`src/rtl/l1_test_xfer.sv`:
```
module l1_test_xfer #(
  parameter logic [31:0] UNDEF_MASK = 32'hFA7CB801,
  parameter int          ARRAY_BIT  = 2,
  parameter int          WRITE_BIT  = 1
) (
  input  logic        clk,
  input  logic        rst_n,
  input  logic [31:0] sram_base,
  input  logic        cmd_we,
  input  logic [31:0] cmd_wdata,
  input  logic [1:0]  dat_we,
  input  logic [31:0] dat_wdata,
  output logic [31:0] cmd_rd,
  output logic [31:0] dat0_rd,
  output logic [31:0] dat1_rd,
  output logic        busy,
  output logic        err_undef,
  output logic        err_tag,
  output logic        mem_req,
  output logic        mem_we,
  output logic [31:0] mem_addr,
  output logic [63:0] mem_wdata,
  input  logic        mem_ack,
  input  logic [63:0] mem_rdata
);

  localparam logic [31:0] PASS_MASK = 32'h0000_47F8;

  logic [31:0] cmd_q, lo_q, hi_q, addr_q;
  logic        busy_q, we_q, undef_q, tag_q;

  wire accept   = cmd_we & ~busy_q;
  wire nonzero  = |cmd_wdata;
  wire bad_bits = |(cmd_wdata & UNDEF_MASK);
  wire tag_sel  = ~cmd_wdata[ARRAY_BIT];
  wire start    = accept & nonzero & ~bad_bits & ~tag_sel;
  wire finish   = busy_q & mem_ack;

  logic [31:0] formed;
  always_comb begin
    formed          = sram_base | (cmd_wdata & PASS_MASK);
    formed[11]      = formed[11] | cmd_wdata[26];
    formed[21]      = formed[21] | cmd_wdata[24];
    formed[15]      = formed[15] | cmd_wdata[23];
    formed[13:12]   = formed[13:12] | cmd_wdata[17:16];
  end

  always_ff @(posedge clk or negedge rst_n) begin
    if (!rst_n) begin
      cmd_q   <= '0;
      busy_q  <= 1'b0;
      we_q    <= 1'b0;
      addr_q  <= '0;
      undef_q <= 1'b0;
      tag_q   <= 1'b0;
    end else begin
      if (accept) cmd_q <= cmd_wdata;
      if (accept && nonzero) begin
        undef_q <= bad_bits;
        tag_q   <= tag_sel;
      end
      if (start) begin
        busy_q <= 1'b1;
        addr_q <= formed;
        we_q   <= cmd_wdata[WRITE_BIT];
      end else if (finish) begin
        busy_q <= 1'b0;
      end
    end
  end

  always_ff @(posedge clk or negedge rst_n) begin
    if (!rst_n) begin
      lo_q <= '0;
      hi_q <= '0;
    end else if (finish) begin
      if (!we_q) begin
        lo_q <= mem_rdata[31:0];
        hi_q <= mem_rdata[63:32];
      end
    end else if (!busy_q) begin
      if (dat_we[0]) lo_q <= dat_wdata;
      if (dat_we[1]) hi_q <= dat_wdata;
    end
  end

  assign cmd_rd    = cmd_q;
  assign dat0_rd   = lo_q;
  assign dat1_rd   = hi_q;
  assign busy      = busy_q;
  assign mem_req   = busy_q;
  assign mem_we    = we_q;
  assign mem_addr  = addr_q;
  assign mem_wdata = {hi_q, lo_q};
  assign err_undef = undef_q;
  assign err_tag   = tag_q;

endmodule

```
`config.mk`:
```
export PLATFORM = sky130hd
export DESIGN_NAME = l1_test_xfer
export DESIGN_NICKNAME = d
export VERILOG_FILES = /design/src/rtl/l1_test_xfer.sv
export SDC_FILE = /design/constraint.sdc
export NUM_CORES = 1
export LEC_CHECK = 0
export BUFFER_PORTS_ARGS = -buffer_cell sky130_fd_sc_hd__buf_2
export CORE_AREA = 2 2 140 142
export CTS_CLUSTER_SIZE = 20
export DETAILED_ROUTE_END_ITERATION = 8
export DIE_AREA = 0 0 142 144
export PLACE_DENSITY = 0.66
export SETUP_SLACK_MARGIN = 0.05
export SLEW_MARGIN = 20
export SYNTH_ARGS = -nofsm -noshare
export SYNTH_HDL_FRONTEND = slang
export SYNTH_SLANG_ARGS = --single-unit
```
`constraint.sdc`:
```
create_clock -name clk -period 1.94 [get_ports clk]
set_input_delay 0.194 -clock clk [delete_from_list [all_inputs] [get_ports clk]]
set_output_delay 0.194 -clock clk [all_outputs]
set_load 0.02 [all_outputs]
```
==> impl_metrics.toml, run 1 <==
[pwr]
combPwrFrac_pct = 18.2
intPower_uw = 5434
p_per_area_nw_per_um2 = 906.4
p_sw_share_pct = 29.49
vdd_drop_max_v = 0.0005416
sequentialPowerShare_pct = 40.2
p_switching_uw = 2273
leakagePower_uw = 0.004244
p_clk_share_pct = 41.6

[logic_synthesis]
synth_nets = 738
yosysWarnings = 0
yosys_register_bits = 132
synth_cell_types = 26
syn_inst = 572
postSynthAreaPerCell_sq_um = 10.63
netlist_area_sq_um = 6078
ys_seq_area_share_pct = 54.34

[cts]
cts_buffers = 17
htreeDepth = 4
clk_pin_slew_ps = 60
worstSkewPairLatency_ps = 410
cts_num_sinks = 132
cts-root-buf = "clkbuf_16"
cts_buffer_depth = 2
hold_buffers = 16
cts_setup_buffers = 0
cts_repair_resize_count = 0
cts_tree = "done"

[setup_path]
r2r_slack_ps = 250
worstPathArrival_ps = 1980
regToRegEndpoint = "mem_addr[27]"
crit_path_end_kind = "register"
r2r_cells = 4
criticalPathCategory = "register to register"
crit_path_start_kind = "register"
r2r_start = "busy"
path_max_fanout = 19
worstPathRequired_ps = 2230

[die]
num_rows = 51
core_area_sq_um = 19080
die_h_um = 144
fp.dieW_um = 142
die_area_sq_um = 20450
ios = 363
start_util_pct = 31.86

[placed_design]
port_buffers = 362
gp_congestion = 0.7666
dp.cells = 1086
hpwl_mm = 14.32
placed_cell_area_sq_um = 7739

[run]
drv_cap = 0

[min_path]
hp-start = "sram_base[28]"
hold_class = "input port to register"
whs_endpoint = "mem_addr[28]"
whs_path_depth = 2

[timing]
period_needed_ps = 1693
slew_headroom_pct = 70.86
hold_viol_final = 0
post-route-period-util_pct = 87.29
rsz0062_at_grt = "no"
tightestPinTransition_ps = 433.1
fmax_mhz = 590.6
holdWs_ps = 26.28
finalClockSkew_ps = 8.165
finalMaxSlewViolations = 0
finalSetupViolCount = 0
setup_tns_ps = 0

[drt]
vias = 5264
drtPass1Iterations = 4
drtIter0Drc = 169
routedWlPerCell_um = 16.72
drc = 0
drtAntennaViolNets = 0
vias_per_cell = 4.638
drt_wl_total_mm = 18.98

[global_route]
grt_pass1_vias = 5140
grt_pass1_wl_mm = 27.94
antenna_found_initial = 0
grt_max_degree = 65
grt_overflow_total = 0
grt_usage_pct = 18.01

[layout]
syn_to_final_growth_pct = 39.87
final_cell_area_sq_um = 8502
diodes = 0
layout_commonest_cell = "buf_2"
drive_above_1_share_pct = 50.28
mostFrequentLayoutCells = "buf_2 (361), dfrtp_1 (132), a21oi_1 (129)"
finalNetCount = 1050
instances_no_fill = 1135

[run_status]
status = "complete, no violations"
## cell usage after synthesis
| master | n | share of area, % |
|---|---|---|
| a21oi_1 | 129 | 11 |
| and2_1 | 33 | 3.4 |
| and4_1 | 2 | 0.29 |
| buf_1 | 1 | 0.062 |
| buf_2 | 10 | 0.82 |
| buf_4 | 66 | 8.2 |
| buf_6 | 2 | 0.37 |
| clkbuf_1 | 18 | 1.1 |
| dfrtp_1 | 132 | 54 |
| inv_1 | 1 | 0.062 |
| inv_2 | 1 | 0.062 |
| mux2_1 | 13 | 2.4 |
| mux2_2 | 37 | 6.9 |
| mux2i_1 | 1 | 0.16 |
| nand2_1 | 4 | 0.25 |
| nand3_1 | 1 | 0.082 |
| nand4_4 | 1 | 0.35 |
| nor2_1 | 78 | 4.8 |
| nor2_8 | 1 | 0.33 |
| nor4_1 | 4 | 0.41 |
| nor4_4 | 4 | 1.4 |
| o21ai_0 | 15 | 1.2 |
| o21ai_1 | 1 | 0.082 |
| o22ai_1 | 1 | 0.10 |
| o2bb2ai_2 | 2 | 0.49 |
| o31ai_1 | 14 | 1.7 |
## power by group through the flow
stage / Combinational (uW) / Sequential (uW) / Clock (uW)
after floorplan: 640 / 3370 / 0
final: 1410 / 3100 / 3200
after global routing: 1530 / 3120 / 3420
after global placement: 1380 / 3140 / 0
after CTS: 1420 / 3100 / 3290
after detailed placement: 1390 / 3150 / 0
## per-layer routing
| layer | vias up | wire [um] | GRT usage, % |
|---|---|---|---|
| li1 | 2532 | - | - |
| met1 | 2469 | 7754 | 21.64 |
| met2 | 240 | 9324 | 30.49 |
| met3 | 23 | 1461 | 5.795 |
| met4 | 0 | 439 | 6.316 |
| met5 | - | 0 | 0 |
## through the flow
step | total power (uW) | setup WS [ps] | utilization (%)
6_report | 7707 | 246.7 | 44.56
3_3_place_gp | 4519 | 219.8 | 40.56
4_1_cts | 7806 | 239.6 | 44.51
2_1_floorplan | 4008 | 298.6 | -
5_1_grt | 8076 | 132.3 | 44.56
3_5_place_dp | 4539 | 178.8 | 40.56
## flip-flops by register name (all words and copies together) (netlist names)
register and flops:
err_tag 1, mem_addr 32, dat1_rd 32, cmd_rd 32
busy 1, err_undef 1, dat0_rd 32, mem_we 1
## worst max-delay path by stage
| stage | from | end | slack, ps | cells past startpoint |
|---|---|---|---|---|
| after global routing | busy | mem_addr[2] | 130 | 4 |
| after floorplan | busy | mem_addr[0] | 300 | 5 |
| after global placement | cmd_wdata[27] | mem_we | 220 | 5 |
| after detailed placement | cmd_wdata[27] | mem_addr[27] | 180 | 5 |
| after CTS | busy | mem_addr[30] | 240 | 4 |
| final | busy | mem_addr[27] | 250 | 4 |
## worst max-delay path, stage by stage, from the launching register on
cell	delay, ps
dfrtp_1	420
inv_2	160
nand3_1	210
nor2_8	390
mux2_2	390
## final cells by class
cell class / instances / area (sq um)
multi-input cells: 341 / 2155
inverters: 2 / 7.507
fillers: 1871 / 10580
repair buffers: 390 / 2146
clock inverters: 13 / 150.1
flip-flops and latches: 132 / 3303
well taps: 238 / 297.8
clock buffers: 19 / 442.9
## cell families after synthesis
kind of cell    Yosys count  synth area share, %
buf+inv                  99                10.64
mux                      51                9.428
flops                   132                54.34
compound gates          162                14.27
simple gates            128                11.32
Note: power is estimated with default switching activity, not from simulation.
==> inputs of run 2 (changes only) <==
Settings changed: HOLD_SLACK_MARGIN from default to 0.06.
==> impl_metrics.toml, run 2 (synthesized netlist as in run 1, its figures left out) <==
[min_path]
hold_class = "input port to register"

[global_route]
grt_overflow_total = 0
antenna_found_initial = 0
grt_pass1_wl_mm = 29.21
grt_max_degree = 65
grt_usage_pct = 18.79
grt_pass1_vias = 5369

[die]
num_rows = 51
start_util_pct = 31.86
die_area_sq_um = 20450
fp.dieW_um = 142
ios = 363
die_h_um = 144
core_area_sq_um = 19080

[layout]
finalNetCount = 1083
drive_above_1_share_pct = 48.71
nFillCells = 1837
syn_to_final_growth_pct = 45.64
diodes = 0
mostFrequentLayoutCells = "buf_2 (361), dfrtp_1 (132), a21oi_1 (129)"
layout_commonest_cell = "buf_2"

[setup_path]
crit_path_end_kind = "register"
criticalPathCategory = "input port to register"
path_max_fanout = 9
worstPathRequired_ps = 2220
crit_path_start_kind = "input port"
worstPathArrival_ps = 2140

[drt]
drtIter0Drc = 212
drtAntennaViolNets = 0
drt_wl_total_mm = 19.83
vias_per_cell = 4.647
drtPass1Iterations = 4
routedWlPerCell_um = 16.98
drc = 0
met2_length_mm = 9.699
vias = 5428
route.met3.wl_mm = 1.508
maxUsedRoutingLayer = "met4"
wl_met1_mm = 8.046

[placed_design]
hpwl_mm = 14.32
dp_slack_ps = 178.8
gp_congestion = 0.7666
port_buffers = 362

[timing]
setup_tns_ps = 0
slew_headroom_pct = 71.64
finalSetupViolCount = 0
tightestPinTransition_ps = 421.5
hold_viol_final = 0
final.setup.worst_slack_ps = 87.12
rsz0062_at_grt = "no"
finalMaxSlewViolations = 0
period_needed_ps = 1853
finalClockSkew_ps = 8.458
fmax_mhz = 539.7
post-route-period-util_pct = 95.51

[cts]
htreeDepth = 4
cts-root-buf = "clkbuf_16"
clk_pin_slew_ps = 60
cts_tree = "done"
worstSkewPairLatency_ps = 410
cts_buffers = 17
cts_num_sinks = 132
cts_buffer_depth = 2
cts_repair_resize_count = 0

[run]
drv_cap = 0

[pwr]
p_per_area_nw_per_um2 = 878.4
leakagePower_uw = 0.004389
vdd_drop_max_v = 0.0005461

[run_status]
status = "complete, no violations"
==> run 2: cell types whose count changed in the layout (fill, tap and decap cells not counted), sizes merged <==
cell,delta
buf,+2
dlygate4sd3,+31
==> run 2: area by class of cell <==
type | instances | area (sq um) | area share [%]
Multi-Input combinational cell | 341 | 2155 | 24.34
Inverter | 2 | 7.507 | 0.08481
Sequential cell | 132 | 3303 | 37.31
Clock inverter | 13 | 150.1 | 1.696
Timing Repair Buffer | 423 | 2496 | 28.20
Tap cell | 238 | 297.8 | 3.364
Clock buffer | 19 | 442.9 | 5.004
==> run 2: repair_timing <==
action	CTS	global route
endpoints found under the setup margin	0	19
buffers inserted	0	2
hold endpoints to repair	86	1
hold buffers	47	1
==> run 2: worst paths after layout <==
kind / from / to / cells past startpoint / slack (ps)
min in group asynchronous: rst_n / dat0_rd[3] / 2 / 250
hold / removal: cmd_wdata[18] / cmd_rd[18] / 2 / 70
max in group asynchronous: rst_n / cmd_rd[3] / 3 / 1050
hold reg to reg: cmd_rd[2] / cmd_rd[2] / 2 / 470
setup reg to reg: busy / mem_addr[30] / 5 / 370
setup / recovery: cmd_wdata[0] / mem_addr[30] / 7 / 90
==> run 2: power by group <==
group          switching [uW]  internal [uW]  leakage [uW]
combinational             885            580       0.00253
sequential                149           2950       0.00158
clock                    1270           1940      0.000273
total                    2300           5470       0.00439
==> run 2: critical path, stage by stage <==
cell           delay (ps)
dlygate4sd3_1         550
buf_2                 160
nor4_4                390
nand4_4               180
nor2_8                180
buf_12                140
mux2_1                330
==> run 2: layer usage <==
layer | track usage [%] | up-vias
met5 | 0 | -
met4 | 7.158 | 0
met3 | 5.993 | 34
met2 | 31.83 | 253
met1 | 22.37 | 2540
li1 | - | 2601
==> run 2: stage by stage <==
| stage | power [uW] | hold WS, ps | cells | cell area [sq um] | utilization [%] |
|---|---|---|---|---|---|
| floorplan | 4008 | -101.6 | 572 | 6078 | - |
| global placement | 4519 | 142.0 | 1086 | 7739 | 40.56 |
| detailed placement | 4539 | 148.3 | 1086 | 7739 | 40.56 |
| CTS | 7855 | 60.05 | 1165 | 8802 | 46.13 |
| global route | 8140 | 67.01 | 1168 | 8852 | 46.40 |
| finish | 7776 | 70.91 | 1168 | 8852 | 46.40 |
